## config.mk

```make
export PLATFORM = sky130hd
export DESIGN_NAME = warp_scoreboard
export DESIGN_NICKNAME = d
export VERILOG_FILES = /design/src/rtl/sb_pkg.sv /design/src/rtl/sb_slot_table.sv /design/src/rtl/sb_entry.sv /design/src/rtl/warp_scoreboard.sv
export SDC_FILE = /design/constraint.sdc
export NUM_CORES = 1
export LEC_CHECK = 0
export ABC_AREA = 1
export CAP_MARGIN = 20
export CORE_ASPECT_RATIO = 2
export CORE_MARGIN = 2
export CORE_UTILIZATION = 45
export CTS_CLUSTER_DIAMETER = 30
export DETAILED_ROUTE_END_ITERATION = 8
export DONT_BUFFER_PORTS = 1
export PLACE_DENSITY = 0.6
export SLEW_MARGIN = 20
export SYNTH_ARGS = -nofsm -noshare
export SYNTH_HDL_FRONTEND = slang
export SYNTH_SLANG_ARGS = --single-unit
```

## constraint.sdc

```tcl
create_clock -name clk_i -period 3.92 [get_ports clk_i]
set_input_delay 0.98 -clock clk_i [delete_from_list [all_inputs] [get_ports clk_i]]
set_output_delay 0.98 -clock clk_i [all_outputs]
set_load 0.01 [all_outputs]
```

## src/rtl/sb_pkg.sv

```systemverilog
package sb_pkg;
  localparam int SB_WARPS = 4;
  localparam int SB_SLOTS = 6;
  localparam int SB_REGS  = 128;
  localparam int SB_SRCS  = 2;
endpackage

```

## src/rtl/sb_slot_table.sv

```systemverilog
module sb_slot_table #(
  parameter int NUM_SLOTS = 6,
  parameter int REG_W     = 7,
  localparam int SLOT_W   = (NUM_SLOTS > 1) ? $clog2(NUM_SLOTS) : 1
) (
  input  logic                             clk_i,
  input  logic                             rst_ni,
  input  logic                             alloc_i,
  input  logic [REG_W-1:0]                 alloc_reg_i,
  input  logic [NUM_SLOTS-1:0]             rel_i,
  output logic [NUM_SLOTS-1:0]             vld_o,
  output logic [NUM_SLOTS-1:0][REG_W-1:0]  reg_o,
  output logic [SLOT_W-1:0]                free_idx_o,
  output logic                             full_o
);
  always_comb begin
    free_idx_o = '0;
    for (int s = NUM_SLOTS - 1; s >= 0; s--)
      if (!vld_o[s]) free_idx_o = SLOT_W'(s);
  end
  assign full_o = &vld_o;

  for (genvar s = 0; s < NUM_SLOTS; s++) begin : g_slot
    always_ff @(posedge clk_i or negedge rst_ni) begin
      if (!rst_ni) begin
        vld_o[s] <= 1'b0;
        reg_o[s] <= '0;
      end else if (alloc_i && !full_o && free_idx_o == SLOT_W'(s)) begin
        vld_o[s] <= 1'b1;
        reg_o[s] <= alloc_reg_i;
      end else if (rel_i[s]) begin
        vld_o[s] <= 1'b0;
      end
    end
  end
endmodule

```

## src/rtl/sb_entry.sv

```systemverilog
module sb_entry #(
  parameter int NUM_SLOTS = 6,
  parameter int REG_W     = 7
) (
  input  logic                 clk_i,
  input  logic                 rst_ni,
  input  logic                 load_i,
  input  logic [NUM_SLOTS-1:0] load_dep_i,
  input  logic                 load_dst_en_i,
  input  logic [REG_W-1:0]     load_dst_i,
  input  logic                 clear_i,
  input  logic [NUM_SLOTS-1:0] rel_i,
  output logic                 vld_o,
  output logic [NUM_SLOTS-1:0] dep_o,
  output logic                 dst_en_o,
  output logic [REG_W-1:0]     dst_o
);
  always_ff @(posedge clk_i or negedge rst_ni) begin
    if (!rst_ni) begin
      vld_o    <= 1'b0;
      dep_o    <= '0;
      dst_en_o <= 1'b0;
      dst_o    <= '0;
    end else if (load_i) begin
      vld_o    <= 1'b1;
      dep_o    <= load_dep_i;
      dst_en_o <= load_dst_en_i;
      dst_o    <= load_dst_i;
    end else if (clear_i) begin
      vld_o    <= 1'b0;
      dep_o    <= '0;
      dst_en_o <= 1'b0;
    end else begin
      dep_o    <= dep_o & ~rel_i;
    end
  end
endmodule

```

## src/rtl/warp_scoreboard.sv

```systemverilog
module warp_scoreboard import sb_pkg::*; #(
  parameter int NUM_WARPS = SB_WARPS,
  parameter int NUM_SLOTS = SB_SLOTS,
  parameter int NUM_REGS  = SB_REGS,
  parameter int NUM_SRC   = SB_SRCS,
  localparam int REG_W    = $clog2(NUM_REGS),
  localparam int WID_W    = (NUM_WARPS > 1) ? $clog2(NUM_WARPS) : 1,
  localparam int SLOT_W   = (NUM_SLOTS > 1) ? $clog2(NUM_SLOTS) : 1
) (
  input  logic                            clk_i,
  input  logic                            rst_ni,
  input  logic                            lkp_valid_i,
  input  logic [WID_W-1:0]                lkp_warp_i,
  input  logic [NUM_SRC-1:0]              lkp_src_en_i,
  input  logic [NUM_SRC-1:0][REG_W-1:0]   lkp_src_i,
  input  logic                            lkp_dst_en_i,
  input  logic [REG_W-1:0]                lkp_dst_i,
  input  logic                            iss_valid_i,
  input  logic [WID_W-1:0]                iss_warp_i,
  input  logic                            wb_valid_i,
  input  logic [WID_W-1:0]                wb_warp_i,
  input  logic [REG_W-1:0]                wb_reg_i,
  output logic [NUM_WARPS-1:0]            ready_o
);
  logic [NUM_WARPS-1:0][NUM_SLOTS-1:0]            slot_vld, rel_hit, lkp_hit, ent_dep;
  logic [NUM_WARPS-1:0][NUM_SLOTS-1:0][REG_W-1:0] slot_reg;
  logic [NUM_WARPS-1:0][SLOT_W-1:0]               free_idx;
  logic [NUM_WARPS-1:0][REG_W-1:0]                ent_dst;
  logic [NUM_WARPS-1:0] slot_full, ent_vld, ent_dst_en, iss_fire, lkp_fire, alloc;

  // register number matches any enabled operand of the incoming lookup
  function automatic logic op_match(input logic [REG_W-1:0] r,
                                    input logic [NUM_SRC-1:0] sen,
                                    input logic [NUM_SRC-1:0][REG_W-1:0] src,
                                    input logic den,
                                    input logic [REG_W-1:0] dst);
    logic m;
    m = den && (dst == r);
    for (int k = 0; k < NUM_SRC; k++)
      if (sen[k] && src[k] == r) m = 1'b1;
    return m;
  endfunction

  for (genvar w = 0; w < NUM_WARPS; w++) begin : g_warp
    for (genvar s = 0; s < NUM_SLOTS; s++) begin : g_rel
      assign rel_hit[w][s] = wb_valid_i && (wb_warp_i == WID_W'(w)) &&
                             slot_vld[w][s] && (slot_reg[w][s] == wb_reg_i);
    end

    always_comb begin
      for (int s = 0; s < NUM_SLOTS; s++) begin
        lkp_hit[w][s] = slot_vld[w][s] && !rel_hit[w][s] &&
                        op_match(slot_reg[w][s], lkp_src_en_i, lkp_src_i,
                                 lkp_dst_en_i, lkp_dst_i);
        // slot being claimed by a same-cycle issue of this warp
        if (alloc[w] && free_idx[w] == SLOT_W'(s) &&
            op_match(ent_dst[w], lkp_src_en_i, lkp_src_i, lkp_dst_en_i, lkp_dst_i))
          lkp_hit[w][s] = 1'b1;
      end
    end

    assign ready_o[w]  = ent_vld[w] && !(|ent_dep[w]) && !(ent_dst_en[w] && slot_full[w]);
    assign iss_fire[w] = iss_valid_i && (iss_warp_i == WID_W'(w)) && ready_o[w];
    assign alloc[w]    = iss_fire[w] && ent_dst_en[w];
    assign lkp_fire[w] = lkp_valid_i && (lkp_warp_i == WID_W'(w)) &&
                         (!ent_vld[w] || iss_fire[w]);

    sb_slot_table #(.NUM_SLOTS(NUM_SLOTS), .REG_W(REG_W)) i_table (
      .clk_i       (clk_i),
      .rst_ni      (rst_ni),
      .alloc_i     (alloc[w]),
      .alloc_reg_i (ent_dst[w]),
      .rel_i       (rel_hit[w]),
      .vld_o       (slot_vld[w]),
      .reg_o       (slot_reg[w]),
      .free_idx_o  (free_idx[w]),
      .full_o      (slot_full[w])
    );

    sb_entry #(.NUM_SLOTS(NUM_SLOTS), .REG_W(REG_W)) i_entry (
      .clk_i         (clk_i),
      .rst_ni        (rst_ni),
      .load_i        (lkp_fire[w]),
      .load_dep_i    (lkp_hit[w]),
      .load_dst_en_i (lkp_dst_en_i),
      .load_dst_i    (lkp_dst_i),
      .clear_i       (iss_fire[w]),
      .rel_i         (rel_hit[w]),
      .vld_o         (ent_vld[w]),
      .dep_o         (ent_dep[w]),
      .dst_en_o      (ent_dst_en[w]),
      .dst_o         (ent_dst[w])
    );
  end
endmodule

```

=== Yosys cells after proc, flatten, opt, wreduce, memory -nomap -nowiden ===
Cells that the tools add are included.

* Register bits: 252
* Output and inout port bits: 4
* Word-level logic and storage cells: 760

* Equal/unequal tests: 137
* Multiplexer cells: 172
* Bitwise operators: 8
* Reduce and logical (&&, ||, !) cells: 379

{| class="wikitable"
|+ Operators by type and width
! kind !! count
|-
| $eq 7x7->1 || 108
|-
| $logic_and 1x1->1 || 292
|-
| $mux 1 || 140
|-
| $mux 3 || 24
|-
| $reduce_bool 2->1 || 28
|-
| $mux 6 || 8
|-
| $logic_not 1->1 || 40
|-
| $and 6x6->6 || 4
|-
| $eq 3x2->1 const B || 8
|-
| $eq 3x3->1 const B || 8
|-
| $not 6->6 || 4
|-
| $reduce_and 6->1 || 4
|-
| $reduce_or 6->1 || 4
|-
| $eq 2x2->1 const B || 6
|-
| $eq 3x1->1 const B || 4
|-
| $logic_not 3->1 || 4
|-
| $eq 2x1->1 const B || 3
|-
| $logic_not 2->1 || 3
|-
| $logic_or 1x1->1 || 4
|}

=== Longest topological paths before layout ===
* Depth in word-level cells: 11
* Depth in mapped cells: 13
* Depth with buffers taken out: 12

=== By module ===
From an unflattened synthesis, not the netlist that was laid out.

* Cells, all modules: 4435
* Area, all modules: 24389.6 sq um

{| class="wikitable"
|+ Modules (own cells, without submodules)
! module !! instances !! cells each !! area each (sq um) !! seq. area each (sq um)
|-
| warp_scoreboard || 1 || 3287 || 13794.5 || 0.0
|-
| sb_slot_table || 4 || 212 || 2000.7 || 1201.2
|-
| sb_entry || 4 || 75 || 648.1 || 375.4
|}

=== Worst setup path after synthesis ===
Ideal clock, no wire load.

* Kind: input -> register
* From: input port iss_valid_i
* To: register g_warp[0].i_table.reg_o[3] (netlist name)
* Arrival: 2.097 ns
* Setup slack: 1.695 ns
* Stages: 6
* Path buffers: 1
* Cells stage by stage: inv_1 nor3_1 nand4_2 nor2_1 buf_4 o21ai_0

* Word-level cells in the longest chain between the ends: 5

{| class="wikitable"
|+ RTL lines
! item !! line !! text
|-
| from (decl) || warp_scoreboard.sv:18 || <nowiki>input logic iss_valid_i,</nowiki>
|-
| $logic_and 1x1->1 (2 in series) || warp_scoreboard.sv:63 || <nowiki>assign iss_fire[w] = iss_valid_i && (iss_warp_i == WID_W'(w)) && ready_o[w];</nowiki>
|-
| $logic_and 1x1->1 || warp_scoreboard.sv:64 || <nowiki>assign alloc[w] = iss_fire[w] && ent_dst_en[w];</nowiki>
|-
| $logic_and 1x1->1 (2 in series) || sb_slot_table.sv:28 || <nowiki>end else if (alloc_i && !full_o && free_idx_o == SLOT_W'(s)) begin</nowiki>
|-
| to (signal, indexed assignment) || sb_slot_table.sv:30 || <nowiki>reg_o[s] <= alloc_reg_i;</nowiki>
|-
| to (decl) || sb_slot_table.sv:12 || <nowiki>output logic [NUM_SLOTS-1:0][REG_W-1:0] reg_o,</nowiki>
|}

Every way passes these cells.
A chain may end at the register's enable or synchronous reset.

=== Worst setup path in the final report ===
* From: register g_warp[2].i_table.vld_o[1]
* To: output port ready_o[2]

* Word-level cells in the longest chain between the ends: 4

{| class="wikitable"
|+ RTL lines
! item !! line !! text
|-
| from (decl) || sb_slot_table.sv:11 || <nowiki>output logic [NUM_SLOTS-1:0] vld_o,</nowiki>
|-
| from (signal, indexed assignment) || sb_slot_table.sv:26 || <nowiki>vld_o[s] <= 1'b0;</nowiki>
|-
| from (signal, indexed assignment) || sb_slot_table.sv:29 || <nowiki>vld_o[s] <= 1'b1;</nowiki>
|-
| from (signal, indexed assignment) || sb_slot_table.sv:32 || <nowiki>vld_o[s] <= 1'b0;</nowiki>
|-
| $reduce_and 6->1 || sb_slot_table.sv:21 || <nowiki>assign full_o = &vld_o;</nowiki>
|-
| $logic_and 1x1->1 || warp_scoreboard.sv:62 || <nowiki>assign ready_o[w] = ent_vld[w] && !(|ent_dep[w]) && !(ent_dst_en[w] && slot_full[w]);</nowiki>
|-
| $logic_not 1->1 || warp_scoreboard.sv:62 ||
|-
| $logic_and 1x1->1 || warp_scoreboard.sv:62 ||
|-
| to (decl) || warp_scoreboard.sv:23 || <nowiki>output logic [NUM_WARPS-1:0] ready_o</nowiki>
|}

Every way passes these cells.

==> impl_summary.txt <==
----------------------------------------------------
[Cells and area]
  Fin nets ... 3598
  Area of the multi-input gates ... 13000 sq um
  Fraction of final layout cells with drive strength greater than 1 ... 0.0583
  Synth-to-layout area growth ... 10.8%
  Most frequent cells in the layout ... 1551 x nand2_1, 344 x nor2_1, 299 x o21ai_0
  Register Area ... 6310 sq um
  Non-filler instance count after layout ... 4237
  Fill cell instance count of the final layout ... 5092
  Most common library cell in the layout ignoring fill and taps ... nand2_1
  Count of antenna diodes in the layout ... 0
  Final instance area ... 23800 sq um

[Detailed routing]
  Number of remaining DRC errors ... 0
  Vias ... 25600
  Detail-routed via count per cell ... 6.03
  Antenna-violating nets left ... 0
  Overall routed net length ... 109 mm
  First-pass iteration count of the detailed router ... 6
  Detailed-route wire length per cell ... 25.6 um
  Iter 0 DRT Violations ... 3166

[Critical path]
  CP bufs+invs ... 1
  Cell family contributing the most delay on the critical path ... flip-flops
  Critical Path RT ... 2940 ps
  Critical Path Source Type ... register
  Capturing element of the worst setup path ... ready_o[2]
  Setup slack, reg-to-reg ... 1340 ps
  Arrival time of the worst setup path ... 1880 ps
  CP Class ... reg -> out
  CP Depth ... 5
  Launching instance or port of the critical path ... g_warp[2].i_table.vld_o[1]
  Slowest cell on crit path ... dfrtp_1
  Number of cells traversed by the worst register-to-register path ... 11
  Largest fanout of any net on the critical path ... 6
  CP max stage delay ... 640 ps
  Critical path endpoint category ... output port
  Capture instance of the worst register-to-register path ... g_warp[3].i_entry.dep_o[0]
  Worst path cell trace ... nand2_1, nor2_1, nand3_1, nand2_1, inv_2
  Worst flop-to-flop path startpoint ... g_warp[3].i_table.vld_o[3]
  Critical Path Most Common Cell ... nand2_1

[Clock network]
  Clock-pin slew of the registers on the worst-case setup and hold paths ... 50 ps
  CTS HTree Levels ... 2
  Hold buffer count at cts ... 0
  Clock latency of the later-clocked register in the worst-skew pair ... 630 ps
  Clock tree sinks ... 252
  Number of buffers added by the clock tree synthesis step ... 58
  TritonCTS clock tree ... yes
  CTS root buf ... clkbuf_16
  PostCTS Resize Cnt ... 0
  Post-CTS Setup Inserts ... 0
  Buffer depth of the longest clock path ... 3

[Timing]
  Final Max Tran Viols ... 0
  Number of endpoints with negative hold slack in the final report ... 0
  Fin Setup TNS ... 0 ps
  Final count of negative-setup-slack endpoints ... 0
  Post-Route Skew ... 29.9 ps
  Max-slew headroom ... 0.152
  Fmax ... 350 MHz
  Worst-case setup margin in the final layout ... 1060 ps
  Measured slew at the worst slew-check pin ... 1270 ps
  Unrepaired setup endpoints after global routing ... no
  Period utilisation layout ... 0.730
  Minimum period implied by the final worst setup slack ... 2860 ps

[Yosys]
  Synth Register Bits ... 252
  Number of instances in the synthesized netlist ... 3660
  Mapped Area ... 21400 sq um
  Count of synthesis-stage warnings from yosys ... 0
  Proportion of synthesized chip area in sequential cells ... 0.294
  Avg Inst Size Synth ... 5.86 sq um
  Library cells used by synthesis ... 29
  Synthesized Nets ... 3702

[GRT]
  Largest net degree at the start of global routing ... 253
  Antenna violations before repair ... 3
  First-pass GRT wire length ... 157 mm
  Vias in the first global route ... 24000
  Final global-route overflow total ... 0
  Global routing usage summed across all routing layers ... 0.436

[Power and ir drop]
  Internal ... 7.40 mW
  Lkg Pwr ... 11.3 nW
  Sw frac ... 0.398
  Relative contribution of the clock network to total power ... 0.419
  Sequential share of power ... 0.340
  Ratio of total power to cell area ... 518 nW/um^2
  Max rail drop VDD ... 436 uV
  Switching pwr ... 4.90 mW
  Combinational group share of total power ... 0.241
  Total power consumption of the routed design ... 12.3 mW

[Placement]
  Number of I/O port buffers ... 0
  RD Place Congestion ... 0.978
  Pre-CTS WS ... 949 ps
  Number of placed cells counting well taps ... 4128
  Cell area reported after detailed placement ... 21700 sq um
  Dpl hpwl ... 63.7 mm

[Min path]
  Worst min-delay path category ... in -> async

[Die]
  # rows ... 113
  Die Footprint ... 49500 sq um
  Initial Util ... 0.454
  Number of top-level design ports ... 46
  Die Ht ... 313 um
  Die X ... 158 um
  Core area ... 47200 sq um

[Run status]
  Run status ... complete, no violations

[Run]
  Number of max-cap violations ... 0

----------------------------------------------------
-- logic make-up after synthesis --
group | Yosys count | synth area share
and+or+nand+nor | 2296 | 0.442
buffers and inverters | 520 | 0.0977
xor gates and xnor gates | 119 | 0.0486
DFF | 252 | 0.294
AOI/OAI and AO/OA | 473 | 0.118
-- how the worst min path moves through the flow --
stage / to / slack, ps / depth (start not counted)
2_1_floorplan: g_warp[3].i_entry.vld_o / 470 / 2
3_3_place_gp: g_warp[1].i_entry.vld_o / 490 / 2
3_5_place_dp: g_warp[0].i_entry.vld_o / 510 / 2
4_1_cts: g_warp[0].i_table.reg_o[19] / 60 / 0
5_1_grt: g_warp[0].i_table.reg_o[14] / 60 / 0
6_report: g_warp[0].i_table.reg_o[19] / 70 / 0
-- worst reg2reg max path: cells and delay by family (launching register included) --
family,cells,cell delay (ps)
flops,1,460
buf+inv,2,400
simple gates,9,1610
-- registers in the layout, indices dropped and copies added, names as in the netlist --
signal / flops
g_warp.i_table.reg_o: 168
g_warp.i_entry.dst_o: 28
g_warp.i_entry.dep_o: 24
g_warp.i_table.vld_o: 24
g_warp.i_entry.dst_en_o: 4
g_warp.i_entry.vld_o: 4
-- Yosys cell counts --
cell type  count  area share
nand2_1     1551        0.27
nor2_1       344       0.060
o21ai_0      299       0.070
inv_1        278       0.049
dfrtp_1      252        0.29
nand3_1      192       0.045
nand4_1      144       0.042
clkbuf_1     117       0.020
xnor2_1      102       0.042
a21oi_1      101       0.024
buf_2         81       0.019
o211ai_1      61       0.021
nor3_1        20      0.0047
xor2_1        17      0.0069
buf_1         15      0.0026
or2_2         15      0.0044
buf_4         11      0.0039
clkinv_1      10      0.0018
nand3b_1       9      0.0031
inv_2          7      0.0012
nor2_4         7      0.0037
o22ai_1        7      0.0020
nor2_2         6      0.0018
o21ai_1        5      0.0012
nor3_4         3      0.0023
nand4_2        2      0.0012
nand4_4        2      0.0020
clkbuf_2       1     0.00023
or2_1          1     0.00029
-- cell type report --
| type | count | share of cell area |
|---|---|---|
| Multi-Input combinational cell | 2888 | 0.549 |
| Sequential cell | 252 | 0.265 |
| Clock buffer | 69 | 0.0667 |
| Inverter | 295 | 0.0466 |
| Tap cell | 632 | 0.0333 |
| Clock inverter | 40 | 0.0195 |
| Timing Repair Buffer | 61 | 0.0193 |
-- layer usage --
| metal | share of wire | vias to the layer above | GRT usage |
|---|---|---|---|
| met5 | 0.00028 | - | 0 |
| met1 | 0.34 | 11400 | 0.534 |
| met3 | 0.14 | 710 | 0.120 |
| met2 | 0.42 | 1979 | 0.640 |
| li1 | - | 11400 | - |
| met4 | 0.10 | 4 | 0.338 |
-- stage by stage --
stage,utilization,hold WS [ps]
2_1_floorplan,-,468
3_3_place_gp,0.460,490
3_5_place_dp,0.460,506
4_1_cts,0.503,59.5
5_1_grt,0.503,57.7
6_report,0.503,72.5
-- power groups by stage --
stage / combinational [mW] / clock [mW] / sequential [mW]
6_report: 2.97 / 5.16 / 4.18
4_1_cts: 2.90 / 5.18 / 4.12
3_3_place_gp: 2.86 / 0 / 4.17
5_1_grt: 3.32 / 5.29 / 4.20
2_1_floorplan: 2.64 / 0 / 3.35
3_5_place_dp: 2.89 / 0 / 4.16
Power figures use the tool's default switching activity.
